==> src/rtl/dbpi_pkg.sv <==
package dbpi_pkg;
  localparam int AW = 48;

  function automatic logic signed [AW-1:0] sat_sym(input logic signed [AW-1:0] x,
                                                   input logic signed [AW-1:0] lim);
    if (x > lim)
      sat_sym = lim;
    else if (x < -lim)
      sat_sym = -lim;
    else
      sat_sym = x;
  endfunction
endpackage

==> src/rtl/dbpi_deadzone.sv <==
module dbpi_deadzone #(
  parameter int DW = 24
) (
  input  logic signed [DW-1:0] volt_i,
  input  logic signed [DW-1:0] vref_i,
  input  logic signed [DW-1:0] hi_i,
  input  logic signed [DW-1:0] lo_i,
  output logic signed [DW+1:0] dz_o
);
  localparam int EW = DW + 1;

  logic signed [EW-1:0] err;
  logic signed [EW-1:0] hi_x;
  logic signed [EW-1:0] lo_x;
  logic signed [EW:0]   over;
  logic signed [EW:0]   under;

  always_comb begin
    err   = $signed({volt_i[DW-1], volt_i}) - $signed({vref_i[DW-1], vref_i});
    hi_x  = $signed({hi_i[DW-1], hi_i});
    lo_x  = $signed({lo_i[DW-1], lo_i});
    over  = $signed({err[EW-1], err}) - $signed({hi_x[EW-1], hi_x});
    under = $signed({err[EW-1], err}) - $signed({lo_x[EW-1], lo_x});
    if (err > hi_x)
      dz_o = over;
    else if (err < lo_x)
      dz_o = under;
    else
      dz_o = '0;
  end
endmodule

==> src/rtl/dbpi_startup.sv <==
module dbpi_startup #(
  parameter int COUNT = 128
) (
  input  logic clk_i,
  input  logic rst_i,
  input  logic strobe_i,
  output logic ready_o
);
  localparam int CW = (COUNT < 1) ? 1 : $clog2(COUNT + 1);
  localparam logic [CW-1:0] LAST = CW'(COUNT);

  logic [CW-1:0] cnt_q;

  assign ready_o = (cnt_q == LAST);

  always_ff @(posedge clk_i) begin
    if (rst_i)
      cnt_q <= '0;
    else if (strobe_i && !ready_o)
      cnt_q <= cnt_q + 1'b1;
  end
endmodule

==> src/rtl/dbpi_integrator.sv <==
module dbpi_integrator
  import dbpi_pkg::*;
#(
  parameter int DZW   = 26,
  parameter int KP    = 100,
  parameter int KI    = 300,
  parameter int SHIFT = 6,
  parameter int LIMIT = 700000
) (
  input  logic                   clk_i,
  input  logic                   rst_i,
  input  logic                   upd_i,
  input  logic signed [DZW-1:0]  dz_i,
  output logic signed [AW-1:0]   prop_o,
  output logic signed [AW-1:0]   i_next_o
);
  localparam logic signed [AW-1:0] KP_W   = AW'(KP);
  localparam logic signed [AW-1:0] KPKI_W = AW'(KP * KI);
  localparam logic signed [AW-1:0] LIM_W  = AW'(LIMIT);

  logic signed [AW-1:0] i_q;
  logic signed [AW-1:0] dz_x;
  logic signed [AW-1:0] inc;
  logic signed [AW-1:0] raw_old;
  logic                 hold;

  always_comb begin
    dz_x     = {{(AW-DZW){dz_i[DZW-1]}}, dz_i};
    prop_o   = dz_x * KP_W;
    inc      = (dz_x * KPKI_W) >>> SHIFT;
    raw_old  = prop_o + i_q;
    hold     = ((raw_old > LIM_W) && (dz_x > 0)) ||
               ((raw_old < -LIM_W) && (dz_x < 0));
    i_next_o = hold ? i_q : sat_sym(i_q + inc, LIM_W);
  end

  always_ff @(posedge clk_i) begin
    if (rst_i)
      i_q <= '0;
    else if (upd_i)
      i_q <= i_next_o;
  end
endmodule

==> src/rtl/dbpi_demand_ctrl.sv <==
module dbpi_demand_ctrl
  import dbpi_pkg::*;
#(
  parameter int DW           = 24,
  parameter int KP           = 100,
  parameter int KI           = 300,
  parameter int SAMPLE_SHIFT = 6,
  parameter int STARTUP_SEC  = 2,
  parameter int LIMIT        = 700000
) (
  input  logic                 clk_i,
  input  logic                 rst_i,
  input  logic                 strobe_i,
  input  logic                 inhibit_i,
  input  logic signed [DW-1:0] volt_i,
  input  logic signed [DW-1:0] vref_i,
  input  logic signed [DW-1:0] band_hi_i,
  input  logic signed [DW-1:0] band_lo_i,
  output logic signed [DW-1:0] demand_o
);
  localparam int DZW       = DW + 2;
  localparam int STARTUP_N = STARTUP_SEC << SAMPLE_SHIFT;
  localparam logic signed [AW-1:0] LIM_W = AW'(LIMIT);

  logic signed [DZW-1:0] dz;
  logic                  ready;
  logic                  upd;
  logic signed [AW-1:0]  prop;
  logic signed [AW-1:0]  i_next;
  logic signed [AW-1:0]  u_sat;
  logic signed [AW-1:0]  neg;
  logic signed [DW-1:0]  demand_q;

  dbpi_deadzone #(.DW(DW)) u_dz (
    .volt_i (volt_i),
    .vref_i (vref_i),
    .hi_i   (band_hi_i),
    .lo_i   (band_lo_i),
    .dz_o   (dz)
  );

  dbpi_startup #(.COUNT(STARTUP_N)) u_start (
    .clk_i    (clk_i),
    .rst_i    (rst_i),
    .strobe_i (strobe_i),
    .ready_o  (ready)
  );

  assign upd = strobe_i && ready && !inhibit_i;

  dbpi_integrator #(
    .DZW   (DZW),
    .KP    (KP),
    .KI    (KI),
    .SHIFT (SAMPLE_SHIFT),
    .LIMIT (LIMIT)
  ) u_int (
    .clk_i    (clk_i),
    .rst_i    (rst_i),
    .upd_i    (upd),
    .dz_i     (dz),
    .prop_o   (prop),
    .i_next_o (i_next)
  );

  always_comb begin
    u_sat = sat_sym(prop + i_next, LIM_W);
    neg   = -u_sat;
  end

  always_ff @(posedge clk_i) begin
    if (rst_i)
      demand_q <= '0;
    else if (upd)
      demand_q <= neg[DW-1:0];
  end

  assign demand_o = demand_q;
endmodule

==> config.mk <==
export PLATFORM = sky130hd
export DESIGN_NAME = dbpi_demand_ctrl
export DESIGN_NICKNAME = d
export VERILOG_FILES = /design/src/rtl/dbpi_pkg.sv /design/src/rtl/dbpi_deadzone.sv /design/src/rtl/dbpi_startup.sv /design/src/rtl/dbpi_integrator.sv /design/src/rtl/dbpi_demand_ctrl.sv
export SDC_FILE = /design/constraint.sdc
export NUM_CORES = 1
export LEC_CHECK = 0
export BUFFER_PORTS_ARGS = -buffer_cell sky130_fd_sc_hd__buf_2
export CORE_ASPECT_RATIO = 0.8
export CORE_MARGIN = 2
export CORE_UTILIZATION = 35
export DETAILED_ROUTE_END_ITERATION = 7
export PLACE_DENSITY = 0.56
export SLEW_MARGIN = 30
export SYNTH_ARGS = -nofsm -noshare
export SYNTH_HDL_FRONTEND = slang
export SYNTH_SLANG_ARGS = --single-unit
==> constraint.sdc <==
create_clock -name clk_i -period 24.9 [get_ports clk_i]
set_input_delay 2.49 -clock clk_i [delete_from_list [all_inputs] [get_ports clk_i]]
set_output_delay 2.49 -clock clk_i [all_outputs]
set_load 0.05 [all_outputs]
== Word level (Yosys, flattened, before mapping) ==
Cells that the tools add are included.
Cells by class
  multipliers: 2
  reduce and logical (&&, ||, !) cells: 8
  multiplexer cells: 7
  order comparisons: 10
  equal/unequal tests: 1
  $add $sub $neg: 8
Operator list (number)
  greater-than comparator 48 x 21 -> 1 bit, second input constant: 3
  less-than comparator 48 x 21 -> 1 bit, second input constant: 3
  2-to-1 mux 48 bit: 3
  adder 34 x 48 -> 48 bit: 2
  2-to-1 mux 26 bit: 2
  subtractor 25 x 24 -> 26 bit: 2
  adder 48 x 36 -> 48 bit: 1
  2-to-1 mux 24 bit: 2
  multiplier 26 x 12 -> 38 bit, second input constant: 1
  multiplier 26 x 6 -> 32 bit, second input constant: 1
  greater-than comparator 26 x 1 -> 1 bit, second input constant: 1
  less-than comparator 26 x 1 -> 1 bit, second input constant: 1
  greater-than comparator 25 x 24 -> 1 bit: 1
  less-than comparator 25 x 24 -> 1 bit: 1
  subtractor 24 x 24 -> 25 bit: 1
  negation 24 bit: 1
  adder 8 x 1 -> 8 bit, second input constant: 1
  == test 8 bit, second input constant: 1
  logical AND 1 bit: 5
  zero test 1 bit: 2
  logical OR 1 bit: 1
Word-level totals
  output and inout bits: 24
  logic and storage cells: 39
  input port bits: 100
  flip-flop bits (word level): 80

== Longest topological paths before layout ==
  depth in word-level cells: 15
  mapped depth: 103
  gate-level depth less buffers: 101

== Hierarchy ==
A second synthesis with hierarchy kept.
Second synthesis, totals
  cells, all modules: 3736
  area, all modules: 27716.6 µm²
By module, submodules not included
  dbpi_integrator: seq. area each 960.9 µm², area an instance 18443.9 µm², instances 1, cells an instance 2388
  dbpi_demand_ctrl: seq. area each 480.5 µm², area an instance 4812.1 µm², instances 1, cells an instance 708
  dbpi_deadzone: seq. area each 0.0 µm², area an instance 4020.1 µm², instances 1, cells an instance 589
  dbpi_startup: seq. area each 160.2 µm², area an instance 440.4 µm², instances 1, cells an instance 51

== Worst setup path before layout ==
OpenSTA, ideal clock, no wires.
  kind: in2reg
  start point: in volt_i[0]
  end point: reg demand_q[18] (netlist: demand_o[18])
  buffers on the path: 3
  library setup time: 0.086 ns
  arrival time: 21.597 ns
  slack: 3.218 ns
  data required time: 24.814 ns
  stages: 89
  path through: inv_1 ha_1 fa_1 nor2b_1 o21ai_0 a21boi_0 o21ai_0 a21boi_0 o21ai_0 a21boi_0 o21ai_0 a21boi_0 o21ai_0 a21boi_0 o31a_1 o21ai_0 a21oi_1 or2_2 [53 not listed] o2111ai_1 a31oi_1 o21a_1 o21ai_0 a21oi_1 xnor2_1 xor2_1 mux2_4 nand2_1 ha_1 nand2_1 nor2_1 nand3_1 or2_2 nor3_1 xnor2_1 nand2_1 a211oi_1
On the way
  longest elaborated chain between the ends: 15
  elaborated cells on any way between the ends: 29
  classes of those cells: add/sub (7); mul (2); order compare (10); mux (7); reduce/logical (3)
Ends and longest elaborated chain
  start, declared: line dbpi_demand_ctrl.sv:15  | input logic signed [DW-1:0] volt_i,
  subtractor 24 x 24 -> 25 bit (*): line dbpi_deadzone.sv:19  | err = $signed({volt_i[DW-1], volt_i}) - $signed({vref_i[DW-1], vref_i});
  subtractor 25 x 24 -> 26 bit / less-than comparator 25 x 24 -> 1 bit (equally long branches): line dbpi_deadzone.sv:23, dbpi_deadzone.sv:26
  2-to-1 mux 26 bit: line dbpi_deadzone.sv:26  | else if (err < lo_x)
  2-to-1 mux 26 bit (*): line dbpi_deadzone.sv:24  | if (err > hi_x)
  multiplier 26 x 12 -> 38 bit / multiplier 26 x 6 -> 32 bit (equally long branches): line dbpi_integrator.sv:30, dbpi_integrator.sv:29
  adder 48 x 36 -> 48 bit / adder 34 x 48 -> 48 bit (equally long branches): line dbpi_integrator.sv:34, dbpi_integrator.sv:31
  less-than comparator 48 x 21 -> 1 bit, or another cell as far along: line dbpi_pkg.sv:8  | else if (x < -lim)
  2-to-1 mux 48 bit, or another cell as far along: line dbpi_pkg.sv:8
  2-to-1 mux 48 bit / logical OR 1 bit (equally long branches): line dbpi_pkg.sv:6, dbpi_integrator.sv:32
  2-to-1 mux 48 bit (*): line dbpi_integrator.sv:34  | i_next_o = hold ? i_q : sat_sym(i_q + inc, LIM_W);
  net i_next[6]: line dbpi_demand_ctrl.sv:29  | logic signed [AW-1:0] i_next;
  adder 34 x 48 -> 48 bit (*): line dbpi_demand_ctrl.sv:67  | u_sat = sat_sym(prop + i_next, LIM_W);
  less-than comparator 48 x 21 -> 1 bit: line dbpi_pkg.sv:8
  2-to-1 mux 24 bit: line dbpi_pkg.sv:8
  2-to-1 mux 24 bit (*): line dbpi_pkg.sv:6  | if (x > lim)
  negation 24 bit (*): line dbpi_demand_ctrl.sv:68  | neg = -u_sat;
  end signal, assigned: line dbpi_demand_ctrl.sv:75  | demand_q <= neg[DW-1:0];
  end, declared: line dbpi_demand_ctrl.sv:32  | logic signed [DW-1:0] demand_q;
The timed path passes the listed nets; every way through them passes the cells marked *.
A chain may end at the register's enable or synchronous reset.

== Final worst setup path ==
  start point: in volt_i[0]
  end point: reg demand_q[16] (netlist: demand_o[16])
The elaborated chain is that of the path after synthesis.

==> results.sh <==
export IMPL_fillers=7996
export IMPL_grt_max_degree=78
export IMPL_critPathKind="in -> reg"
export IMPL_grt_pass1_wl_mm=127.3
export IMPL_io_buffers=123
export IMPL_cts_max_level=3
export IMPL_cpMaxStageDelayCell="or4_1"
export IMPL_final_layout_size_suffix_gt1_share_pct=7.712
export IMPL_vias_per_cell=5.471
export IMPL_core_area_um2=75000
export IMPL_synth_area_um2=26400
export IMPL_maxSlewViolCount=0
export IMPL_dieHeight_um=249.6
export IMPL_wire_per_inst_um=17.56
export IMPL_via_count=25190
export IMPL_cts_buffers_inserted=9
export IMPL_critPathLaunch="volt_i[0]"
export IMPL_dp_cells=4587
export IMPL_slowest_delay_ns=0.60
export IMPL_rows=90
export IMPL_nNetsFinal=4251
export IMPL_drv_cap=0
export IMPL_grt_usage_pct=19.99
export IMPL_maxSlewHeadroom_pct=39.75
export IMPL_synth_fp_nets=4187
export IMPL_drc=0
export IMPL_dieWidth_um=311.0
export IMPL_start_util_pct=35.20
export IMPL_dr_pass1_iters=5
export IMPL_end_kind="flop"
export IMPL_cp_start_kind="primary input"
export IMPL_synth_edf_count=0
export IMPL_antennaDiodeCount=0
export IMPL_postCtsSetupBuffers=0
export IMPL_cp_required_ns=25.17
export IMPL_clkSinkCount=80
export IMPL_ys_seq_elements=80
export IMPL_setup_viol=0
export IMPL_cp_arrival_ns=23.48
export IMPL_insertion_delay_ns=0.37
export IMPL_cts_hold_buf=0
export IMPL_ctsResizeCount=0
export IMPL_clk_pin_slew_ns=0.06
export IMPL_grt_pass1_vias=23690
export IMPL_syn_inst=3523
export IMPL_gp_congestion=0.9409
export IMPL_cts_tree="yes"
export IMPL_drtIter0Drc=1935
export IMPL_clockBufferDepth=2
export IMPL_avgSynthCellArea_um2=7.493
export IMPL_ant_nets=0
export IMPL_seq_area_frac_synth_pct=6.067
export IMPL_fin_skew_ns=0.01773
export IMPL_post_route_period_util_pct=93.22
export IMPL_stdcell_count=4604
export IMPL_dp_hpwl_mm=68.79
export IMPL_max_freq_mhz=43.08
export IMPL_antenna_found_initial=0
export IMPL_ys_warn_count=0
export IMPL_io_pins=124
export IMPL_ys_types=107
export IMPL_r2r_start="u_int.i_q[2]$_SDFFE_PP0P_"
export IMPL_wl_mm=80.85
export IMPL_hp_class="reg -> reg"
export IMPL_period_minus_slack_ns=23.21
export IMPL_worst_pin_slew_ns=0.9037
export IMPL_async_reset_ff_share_pct=0
export IMPL_hold_violations=0
export IMPL_grt_ovfl_total=0
export IMPL_die_area_um2=77640
export IMPL_clockRootBuffer="clkbuf_16"
export IMPL_setup_tns_ns=0
export IMPL_hp_start="demand_o[9]$_SDFFE_PP0P_"
export IMPL_synth_flop_cell="dfxtp_1"
export IMPL_critPathMaxFanout=11
export IMPL_rsz0062_at_grt="no"
export IMPL_syn_to_final_growth_pct=8.053
export IMPL_status="finished clean"
## layout by cell type (no fill, tap or decap), types with 16 or more instances in the layout
| cell | instances |
|---|---|
| fa_1 | 152 |
| buf_2 | 123 |
| nor4_1 | 29 |
| o21ai_0 | 174 |
| a21o_1 | 133 |
| a211oi_1 | 40 |
| mux2i_1 | 16 |
| buf_4 | 31 |
| nor2_1 | 224 |
| a211o_1 | 27 |
| or2_2 | 19 |
| nand3_1 | 87 |
| o21a_1 | 51 |
| nand2b_1 | 40 |
| a311oi_1 | 16 |
| xnor2_1 | 137 |
| nor3_1 | 80 |
| nor2b_1 | 25 |
| inv_1 | 428 |
| xor2_1 | 74 |
| and2_1 | 37 |
| a21boi_0 | 28 |
| o21bai_1 | 29 |
| a21oi_1 | 273 |
| and3_1 | 43 |
| a31oi_1 | 27 |
| nand2_1 | 305 |
| or3_1 | 24 |
| dfxtp_1 | 80 |
| ha_1 | 411 |
| o211ai_1 | 30 |
| o31ai_1 | 23 |
| nand4_1 | 42 |
## final timing paths
| check | endpoint | slack, ns | cells past startpoint |
|---|---|---|---|
| worst max-delay path | demand_o[16]$_SDFFE_PP0P_ | 1.69 | 94 |
| worst min-delay path | demand_o[9]$_SDFFE_PP0P_ | 0.45 | 2 |
| worst min register to register | demand_o[9]$_SDFFE_PP0P_ | 0.45 | 2 |
| worst max register to register | demand_o[16]$_SDFFE_PP0P_ | 14.32 | 41 |
## worst max-delay path, delay by kind of cell
kind                       cells  cell delay, ns
muxes                          1            0.33
AOI/OAI and AO/OA             39            7.98
and+or+nand+nor               28            5.69
adders and majority gates     14            5.58
xor gates and xnor gates       4            0.65
buffers and inverters          8            0.70
## cell type report
cell class | count | area (um2) | area share, %
Multi-Input combinational cell | 2913 | 22880 | 80.20
Inverter | 428 | 1607 | 5.633
Sequential cell | 80 | 1602 | 5.615
Tap cell | 1012 | 1266 | 4.439
Timing Repair Buffer | 155 | 863.3 | 3.027
Clock buffer | 9 | 225.2 | 0.7896
Clock inverter | 7 | 83.83 | 0.2939
## cell families (layout without fill, tap and decap cells)
| group | count (synthesis) | after routing | synth area share (%) |
|---|---|---|---|
| adder cells (fa/ha/maj) | 564 | 564 | 31.06 |
| AO/OA/AOI/OAI | 1046 | 1046 | 26.71 |
| XOR/XNOR | 212 | 212 | 7.086 |
| other | 1 | 1 | 0.01421 |
| buffers and inverters | 530 | 599 | 7.650 |
| flip-flops | 80 | 80 | 6.067 |
| AND/OR/NAND/NOR | 1058 | 1058 | 20.07 |
| multiplexers | 32 | 32 | 1.346 |
## per-layer routing
metal	track usage, %	share of wire (%)	vias to the layer above
li1	-	-	12760
met2	30.55	42	633
met1	29.94	51	11730
met4	3.671	1.5	0
met3	2.593	6.0	73
met5	0	0	-
## metrics by stage
| stage | setup WS [ns] | util [%] | instance area, um2 | hold slack (ns) |
|---|---|---|---|---|
| 6_report | 1.687 | 38.03 | 28520 | 0.4459 |
| 5_1_grt | 0.03017 | 38.03 | 28520 | 0.4680 |
| 4_1_cts | 0.9027 | 37.93 | 28450 | 0.4496 |
| 3_5_place_dp | 0.6006 | 37.52 | 28140 | 0.4420 |
| 3_3_place_gp | 1.065 | 37.52 | 28140 | 0.4388 |
| 2_1_floorplan | 3.218 | - | 26400 | 0.4534 |
## synth_stat cells, drive strengths merged (18+ instances only)
library cell / count / share of area (%)
inv: 428 / 6.1
a211o: 27 / 0.90
o21bai: 29 / 0.82
ha: 412 / 20
a21o: 135 / 3.9
or2: 22 / 0.52
xnor2: 137 / 4.5
o31ai: 26 / 0.78
and3: 44 / 1.1
nand3: 87 / 1.6
nand4: 42 / 1.0
nor2: 227 / 3.3
dfxtp: 80 / 6.1
or3: 24 / 0.57
nand2b: 40 / 0.95
a21boi: 30 / 0.85
and2: 39 / 0.92
a31oi: 30 / 0.79
a211oi: 46 / 1.4
nand2: 306 / 4.4
fa: 152 / 12
mux2i: 19 / 0.76
o21a: 51 / 1.5
buf: 18 / 0.36
o21ai: 192 / 3.7
nor3: 82 / 1.6
clkbuf: 84 / 1.2
a21oi: 275 / 5.2
o211ai: 32 / 0.95
nor4: 30 / 0.73
xor2: 74 / 2.5
nor2b: 26 / 0.62
## sequential cells by signal, indices dropped and copies added, names as in the netlist
register       flops
u_start.cnt_q      8
demand_o          24
u_int.i_q         48
Power is not shown: default switching activity piles up to over one toggle a cycle in this logic, so the estimate is an artifact.
